===== config.mk =====
export PLATFORM = sky130hd
export DESIGN_NAME = tokring_readout
export DESIGN_NICKNAME = d
export VERILOG_FILES = /design/src/rtl/tokring_pkg.sv /design/src/rtl/tokring_shifter.sv /design/src/rtl/tokring_seq.sv /design/src/rtl/tokring_readout.sv
export SDC_FILE = /design/constraint.sdc
export NUM_CORES = 1
export LEC_CHECK = 0
export CAP_MARGIN = 25
export CORE_MARGIN = 2
export CORE_UTILIZATION = 45
export DETAILED_ROUTE_END_ITERATION = 10
export PLACE_DENSITY = 0.79
export SYNTH_ARGS = -nofsm -noshare
export SYNTH_HDL_FRONTEND = slang
export SYNTH_SLANG_ARGS = --single-unit

===== constraint.sdc =====
create_clock -name clk -period 2.7 [get_ports clk]
set_clock_uncertainty 0.15 [all_clocks]
set_input_delay 0.405 -clock clk [delete_from_list [all_inputs] [get_ports clk]]
set_output_delay 0.405 -clock clk [all_outputs]
set_load 0.01 [all_outputs]

===== src/rtl/tokring_pkg.sv =====
package tokring_pkg;
  localparam int ID_BITS     = 8;
  localparam int COARSE_BITS = 8;
  localparam int FINE_BITS   = 12;
  localparam int CHARGE_BITS = 12;
  localparam int MAX_EVENTS  = 16;

  typedef struct packed {
    logic [COARSE_BITS-1:0] coarse;
    logic [FINE_BITS-1:0]   fine;
    logic [CHARGE_BITS-1:0] charge;
    logic                   gain_sel;
    logic                   trig_stat;
  } event_rec_t;

  localparam int REC_BITS = $bits(event_rec_t);

  typedef enum logic [1:0] {ST_IDLE, ST_SEND, ST_PASS} tr_state_e;
endpackage


===== src/rtl/tokring_shifter.sv =====
module tokring_shifter #(
  parameter int SW    = 34,
  parameter int LEN_W = 6
) (
  input  logic             clk,
  input  logic             rst,
  input  logic             load,
  input  logic [SW-1:0]    load_word,
  input  logic [LEN_W-1:0] load_last_idx,
  input  logic             shift_en,
  output logic             msb,
  output logic             word_end
);
  logic [SW-1:0]    sreg;
  logic [LEN_W-1:0] left;

  always_ff @(posedge clk) begin
    if (rst) begin
      sreg <= '0;
      left <= '0;
    end else if (load) begin
      sreg <= load_word;
      left <= load_last_idx;
    end else if (shift_en) begin
      sreg <= sreg << 1;
      if (left != '0) left <= left - 1'b1;
    end
  end

  assign msb      = sreg[SW-1];
  assign word_end = (left == '0);

  // a word never claims more bits than the shifter holds
  a_r5_len_bound: assert property (@(posedge clk) disable iff (rst)
    left <= LEN_W'(SW-1));
endmodule


===== src/rtl/tokring_seq.sv =====
module tokring_seq
  import tokring_pkg::*;
#(
  parameter int MAX_EV = 16,
  parameter int CNT_W  = 5,
  parameter int AW     = 4
) (
  input  logic             clk,
  input  logic             rst,
  input  logic             token_in,
  input  logic [CNT_W-1:0] ev_count,
  input  logic             word_end,
  output logic             ld_header,
  output logic             ld_record,
  output logic [CNT_W-1:0] cnt_latched,
  output logic [CNT_W-1:0] cnt_clamped,
  output logic [AW-1:0]    rec_addr,
  output logic             drive,
  output logic             tok_out
);
  tr_state_e        state;
  logic [CNT_W-1:0] cnt_q, sent_q;
  logic [AW-1:0]    addr_q;
  logic             drive_q, tok_q;

  assign cnt_clamped = (ev_count > CNT_W'(MAX_EV)) ? CNT_W'(MAX_EV) : ev_count;
  assign ld_header   = (state == ST_IDLE) && token_in && (ev_count != '0);
  assign ld_record   = (state == ST_SEND) && word_end && (sent_q != cnt_q);

  always_ff @(posedge clk) begin
    if (rst) begin
      state   <= ST_IDLE;
      cnt_q   <= '0;
      sent_q  <= '0;
      addr_q  <= '0;
      drive_q <= 1'b0;
      tok_q   <= 1'b0;
    end else begin
      tok_q <= 1'b0;
      unique case (state)
        ST_IDLE: begin
          if (token_in) begin
            if (ev_count == '0) begin
              tok_q <= 1'b1;
            end else begin
              cnt_q   <= cnt_clamped;
              sent_q  <= '0;
              addr_q  <= '0;
              drive_q <= 1'b1;
              state   <= ST_SEND;
            end
          end
        end
        ST_SEND: begin
          if (word_end) begin
            if (sent_q != cnt_q) begin
              sent_q <= sent_q + 1'b1;
              addr_q <= addr_q + 1'b1;
            end else begin
              drive_q <= 1'b0;
              addr_q  <= '0;
              state   <= ST_PASS;
            end
          end
        end
        ST_PASS: begin
          tok_q <= 1'b1;
          state <= ST_IDLE;
        end
        default: state <= ST_IDLE;
      endcase
    end
  end

  assign cnt_latched = cnt_q;
  assign rec_addr    = addr_q;
  assign drive       = drive_q;
  assign tok_out     = tok_q;

  // the line is only taken right after a token arrived
  a_r3_drive_needs_token: assert property (@(posedge clk) disable iff (rst)
    $rose(drive_q) |-> $past(token_in));
  // token pulse is one cycle wide
  a_r6_tok_pulse: assert property (@(posedge clk) disable iff (rst)
    tok_q |=> !tok_q);
  // token never overlaps driving
  a_r6_tok_bus_free: assert property (@(posedge clk) disable iff (rst)
    tok_q |-> !drive_q);
  // releasing the line is followed by the token
  a_r6_tok_follows: assert property (@(posedge clk) disable iff (rst)
    $fell(drive_q) |=> tok_q);
  // never more records than latched, latched never above the limit
  a_r8_sent_bound: assert property (@(posedge clk) disable iff (rst)
    (sent_q <= cnt_q) && (cnt_q <= CNT_W'(MAX_EV)));
  // a token arriving mid-burst does not restart the burst
  a_r9_busy_ignore: assert property (@(posedge clk) disable iff (rst)
    (state == ST_SEND) && token_in && !word_end |=> $stable(sent_q));
endmodule


===== src/rtl/tokring_readout.sv =====
module tokring_readout
  import tokring_pkg::*;
#(
  parameter int ID_W   = ID_BITS,
  parameter int MAX_EV = MAX_EVENTS,
  parameter int REC_W  = REC_BITS,
  localparam int CNT_W = $clog2(MAX_EV + 1),
  localparam int AW    = (MAX_EV > 1) ? $clog2(MAX_EV) : 1
) (
  input  logic             clk,
  input  logic             rst,
  input  logic             token_in,
  input  logic [ID_W-1:0]  node_id,
  input  logic [CNT_W-1:0] ev_count,
  output logic [AW-1:0]    rec_addr,
  input  logic [REC_W-1:0] rec_data,
  output logic             bus_data,
  output logic             bus_oe,
  output logic             xmit_busy,
  output logic             token_out
);
  localparam int HDR_W = ID_W + CNT_W;
  localparam int SW    = (REC_W > HDR_W) ? REC_W : HDR_W;
  localparam int LEN_W = $clog2(SW);

  logic             ld_header, ld_record, word_end, drive, msb;
  logic [CNT_W-1:0] cnt_latched, cnt_clamped;
  logic [SW-1:0]    hdr_word, ld_word;
  logic [LEN_W-1:0] ld_last;

  tokring_seq #(.MAX_EV(MAX_EV), .CNT_W(CNT_W), .AW(AW)) u_seq (
    .clk(clk), .rst(rst), .token_in(token_in), .ev_count(ev_count),
    .word_end(word_end), .ld_header(ld_header), .ld_record(ld_record),
    .cnt_latched(cnt_latched), .cnt_clamped(cnt_clamped),
    .rec_addr(rec_addr), .drive(drive), .tok_out(token_out));

  assign hdr_word = SW'({node_id, cnt_clamped}) << (SW - HDR_W);
  assign ld_word  = ld_header ? hdr_word : SW'(rec_data) << (SW - REC_W);
  assign ld_last  = ld_header ? LEN_W'(HDR_W - 1) : LEN_W'(REC_W - 1);

  tokring_shifter #(.SW(SW), .LEN_W(LEN_W)) u_shift (
    .clk(clk), .rst(rst), .load(ld_header | ld_record), .load_word(ld_word),
    .load_last_idx(ld_last), .shift_en(drive), .msb(msb), .word_end(word_end));

  assign bus_data  = drive & msb;
  assign bus_oe    = drive;
  assign xmit_busy = drive;

  // line is quiet when not driven
  a_r7_quiet_line: assert property (@(posedge clk) disable iff (rst)
    !bus_oe |-> !bus_data);
  // latched count is held for the whole burst
  a_r8_count_held: assert property (@(posedge clk) disable iff (rst)
    bus_oe && $past(bus_oe) |-> $stable(cnt_latched));
endmodule


==> flow_summary.toml <==
[sta]
max_clock_freq_ghz = 0.412
worst_hold_slack_ns = 0.330
worst_slack_ns = 0.274
unrepaired_setup_endpoints_after_global_routing = "false"
finalCriticalPeriod_ns = 2.43
worstMarginPinSlew_ns = 0.509
timing.final.hold_violations = 0
timing_max_transition_violations_final = 0
final_min_period_over_clock_period = 0.899
totalNegativeSetupSlack_ns = 0
finalSetupViolations = 0
slew-limit-headroom = 0.656

[critical_path]
crit_family = "compound AO/OA/AOI/OAI gates"
critical_path.startpoint_type = "flip-flop"
worst_setup_path_startpoint = "u_seq.sent_q[0]"
worst-endpoint-required_ns = 2.82
crit_path_end_kind = "flip-flop"
critical_path.n_buffers_inverters = 1
crit_chain = "xor2_1 -> nor3_1 -> a21o_1 -> buf_4 -> nand3_1 -> a21oi_1"
timing.critical_path.arrival_ns = 2.54
path_max_fanout = 36
timing.critical_path.slowest_stage_cell = "a21o_1"
max_stage_delay_ns = 0.51
timing_worst_setup_path_type = "flip-flop to flip-flop"
r2r_start = "u_seq.sent_q[0]"

[routing]
avgViaCountPerCell = 5.59
postRouteWirelength_um = 6880
drt-initial-drc-count = 169
routedWlPerCell_um = 14.7
vias = 2621
antenna_left = 0
dr.pass1.iters = 4
drc = 0

[synthesis]
synth_edf_count = 0
netlist_instances = 336
async_flop_share = 0
yosysWarnings = 0
yosys_most_used_dff = "dfxtp_1"
postSynthRegisterBits = 58
synth.cell_area_mm2 = 0.00286
synth_nets = 390
postSynthAreaPerCell_um2 = 8.51
synthDistinctLibCells = 42
yosysSeqAreaShare = 0.406

[clocking]
cts.root.buffer_cell = "clkbuf_8"
cts_buffers = 9
post_cts_resized = 0
clock-sinks = 58
tritoncts = "built"
cts-hold-fix-buffers = 0
htreeDepth = 3
cts_post_setup_buffers_inserted = 0
path_clk_slew_ns = 0.07
clkLatencyLatePin_ns = 0.34
cts_max_path_buffers = 2

[cells_and_area]
final.fill_count = 535
post_route_cells_drive_above_1_share = 0.125
areaGrowthSynthToFinish_pct = 30.5
most-common-layout-cells = "dfxtp_1, clkdlybuf4s50_1, a21oi_1"
most_common_cell_after_layout_fill_and_taps_aside = "dfxtp_1"
antenna-diode-count = 0
final_core_util = 0.598
finalNetCount = 441

[floorplan]
io_pins = 58
rows = 29
die-width_um = 83.7
dieArea_mm2 = 0.00700
start_util = 0.458
die_h_um = 83.7
core_area_mm2 = 0.00624

[placed_design]
routabilityCongestion = 0.864
place_ws_ns = 0.237
dp.final_hpwl_um = 4560
portBuffers = 57

[outcome]
run_status = "finished, final reports clean"

[worst_hold_path]
min_path_type = "input pin to flip-flop"
worst_hold_startpoint = "rst"

[power]
p_leak_uw = 0.00137
fin_total_pwr_uw = 2420
pwr_density_cell_mw_per_mm2 = 649
ir_worst_vdd_mv = 0.400

[global_routing]
grt.total_usage = 0.202
grt_pass1_vias = 2568
overflow = 0
grt_max_degree = 37
grt_pass1_wl_um = 11600
antenna_violations_before_repair = 0

[flow_run]
maxCapViolCount = 0
==> synth_stat cells (2+ instances only) <==
cell       n  area share
a211oi_1   6       0.016
a21oi_1   44       0.077
a221o_1    8       0.028
a31oi_1    7       0.015
and2_1     2      0.0044
buf_1      3      0.0039
buf_2      5      0.0088
clkbuf_1  19       0.025
dfxtp_1   58        0.41
ha_1       4       0.018
inv_1      2      0.0026
mux2_2    17       0.067
mux2i_1   17       0.060
nand2_1   36       0.047
nand2b_1   6       0.013
nand3_1   22       0.039
nand3b_1   4       0.011
nand4_1    2      0.0044
nand4b_1   4       0.012
nor2_1    27       0.035
nor3_1     4      0.0070
o211ai_1   2      0.0053
o21ai_0    4      0.0070
o21ai_1    3      0.0053
o31ai_1    2      0.0053
or3_1      4      0.0088
or4_1      3      0.0079
xnor2_1    2      0.0061
xor2_1     6       0.018
==> state kept, by name, indices dropped and copies added (netlist names) <==
name               flops
u_seq.sent_q           5
u_shift.sreg          34
u_seq.cnt_latched      5
u_seq.rec_addr         4
u_shift.left           6
u_seq.state            2
u_seq.tok_out          1
u_seq.drive            1
==> final timing paths <==
check               endpoint  slack, ns  depth (start not counted)
min reg2reg    u_seq.tok_out       0.33                          1
min              u_seq.drive       0.33                          2
max reg2reg  u_shift.sreg[7]       0.27                          6
max          u_shift.sreg[7]       0.27                          6
==> power breakdown <==
part           total (uW)  internal (uW)  switching, uW
clock network         938            593            345
registers             980            921           58.9
logic                 502            239            263
total                2420           1750            667
==> cells by family after synthesis <==
| family | count (synthesis) | share of synthesized area |
|---|---|---|
| fa+ha+maj | 4 | 0.0175 |
| simple gates | 120 | 0.206 |
| mux | 34 | 0.127 |
| buf+inv | 30 | 0.0429 |
| compound gates | 82 | 0.176 |
| flops | 58 | 0.406 |
| xor+xnor | 8 | 0.0245 |
==> layer usage <==
metal,GRT usage,up-vias,wire length (um)
met1,0.259,1211,3220
met2,0.329,72,3180
met5,0,-,0
met4,0.0982,0,149
li1,-,1321,-
met3,0.0336,17,322
==> area by class of cell <==
class	count	area, um^2	area share
inverters	2	7.51	0.00201
repair buffers	68	648	0.174
well taps	77	96.3	0.0258
flip-flops and latches	58	1160	0.312
multi-input cells	248	1580	0.423
clock buffers	12	165	0.0443
clock inverters	4	72.6	0.0195
==> metrics by stage <==
step	area [um^2]	std cells
final	3730	469
after global routing	3730	469
after CTS	3730	469
after detailed placement	3490	453
after global placement	3490	453
after floorplan	2860	336
Power figures use the tool's default switching activity.
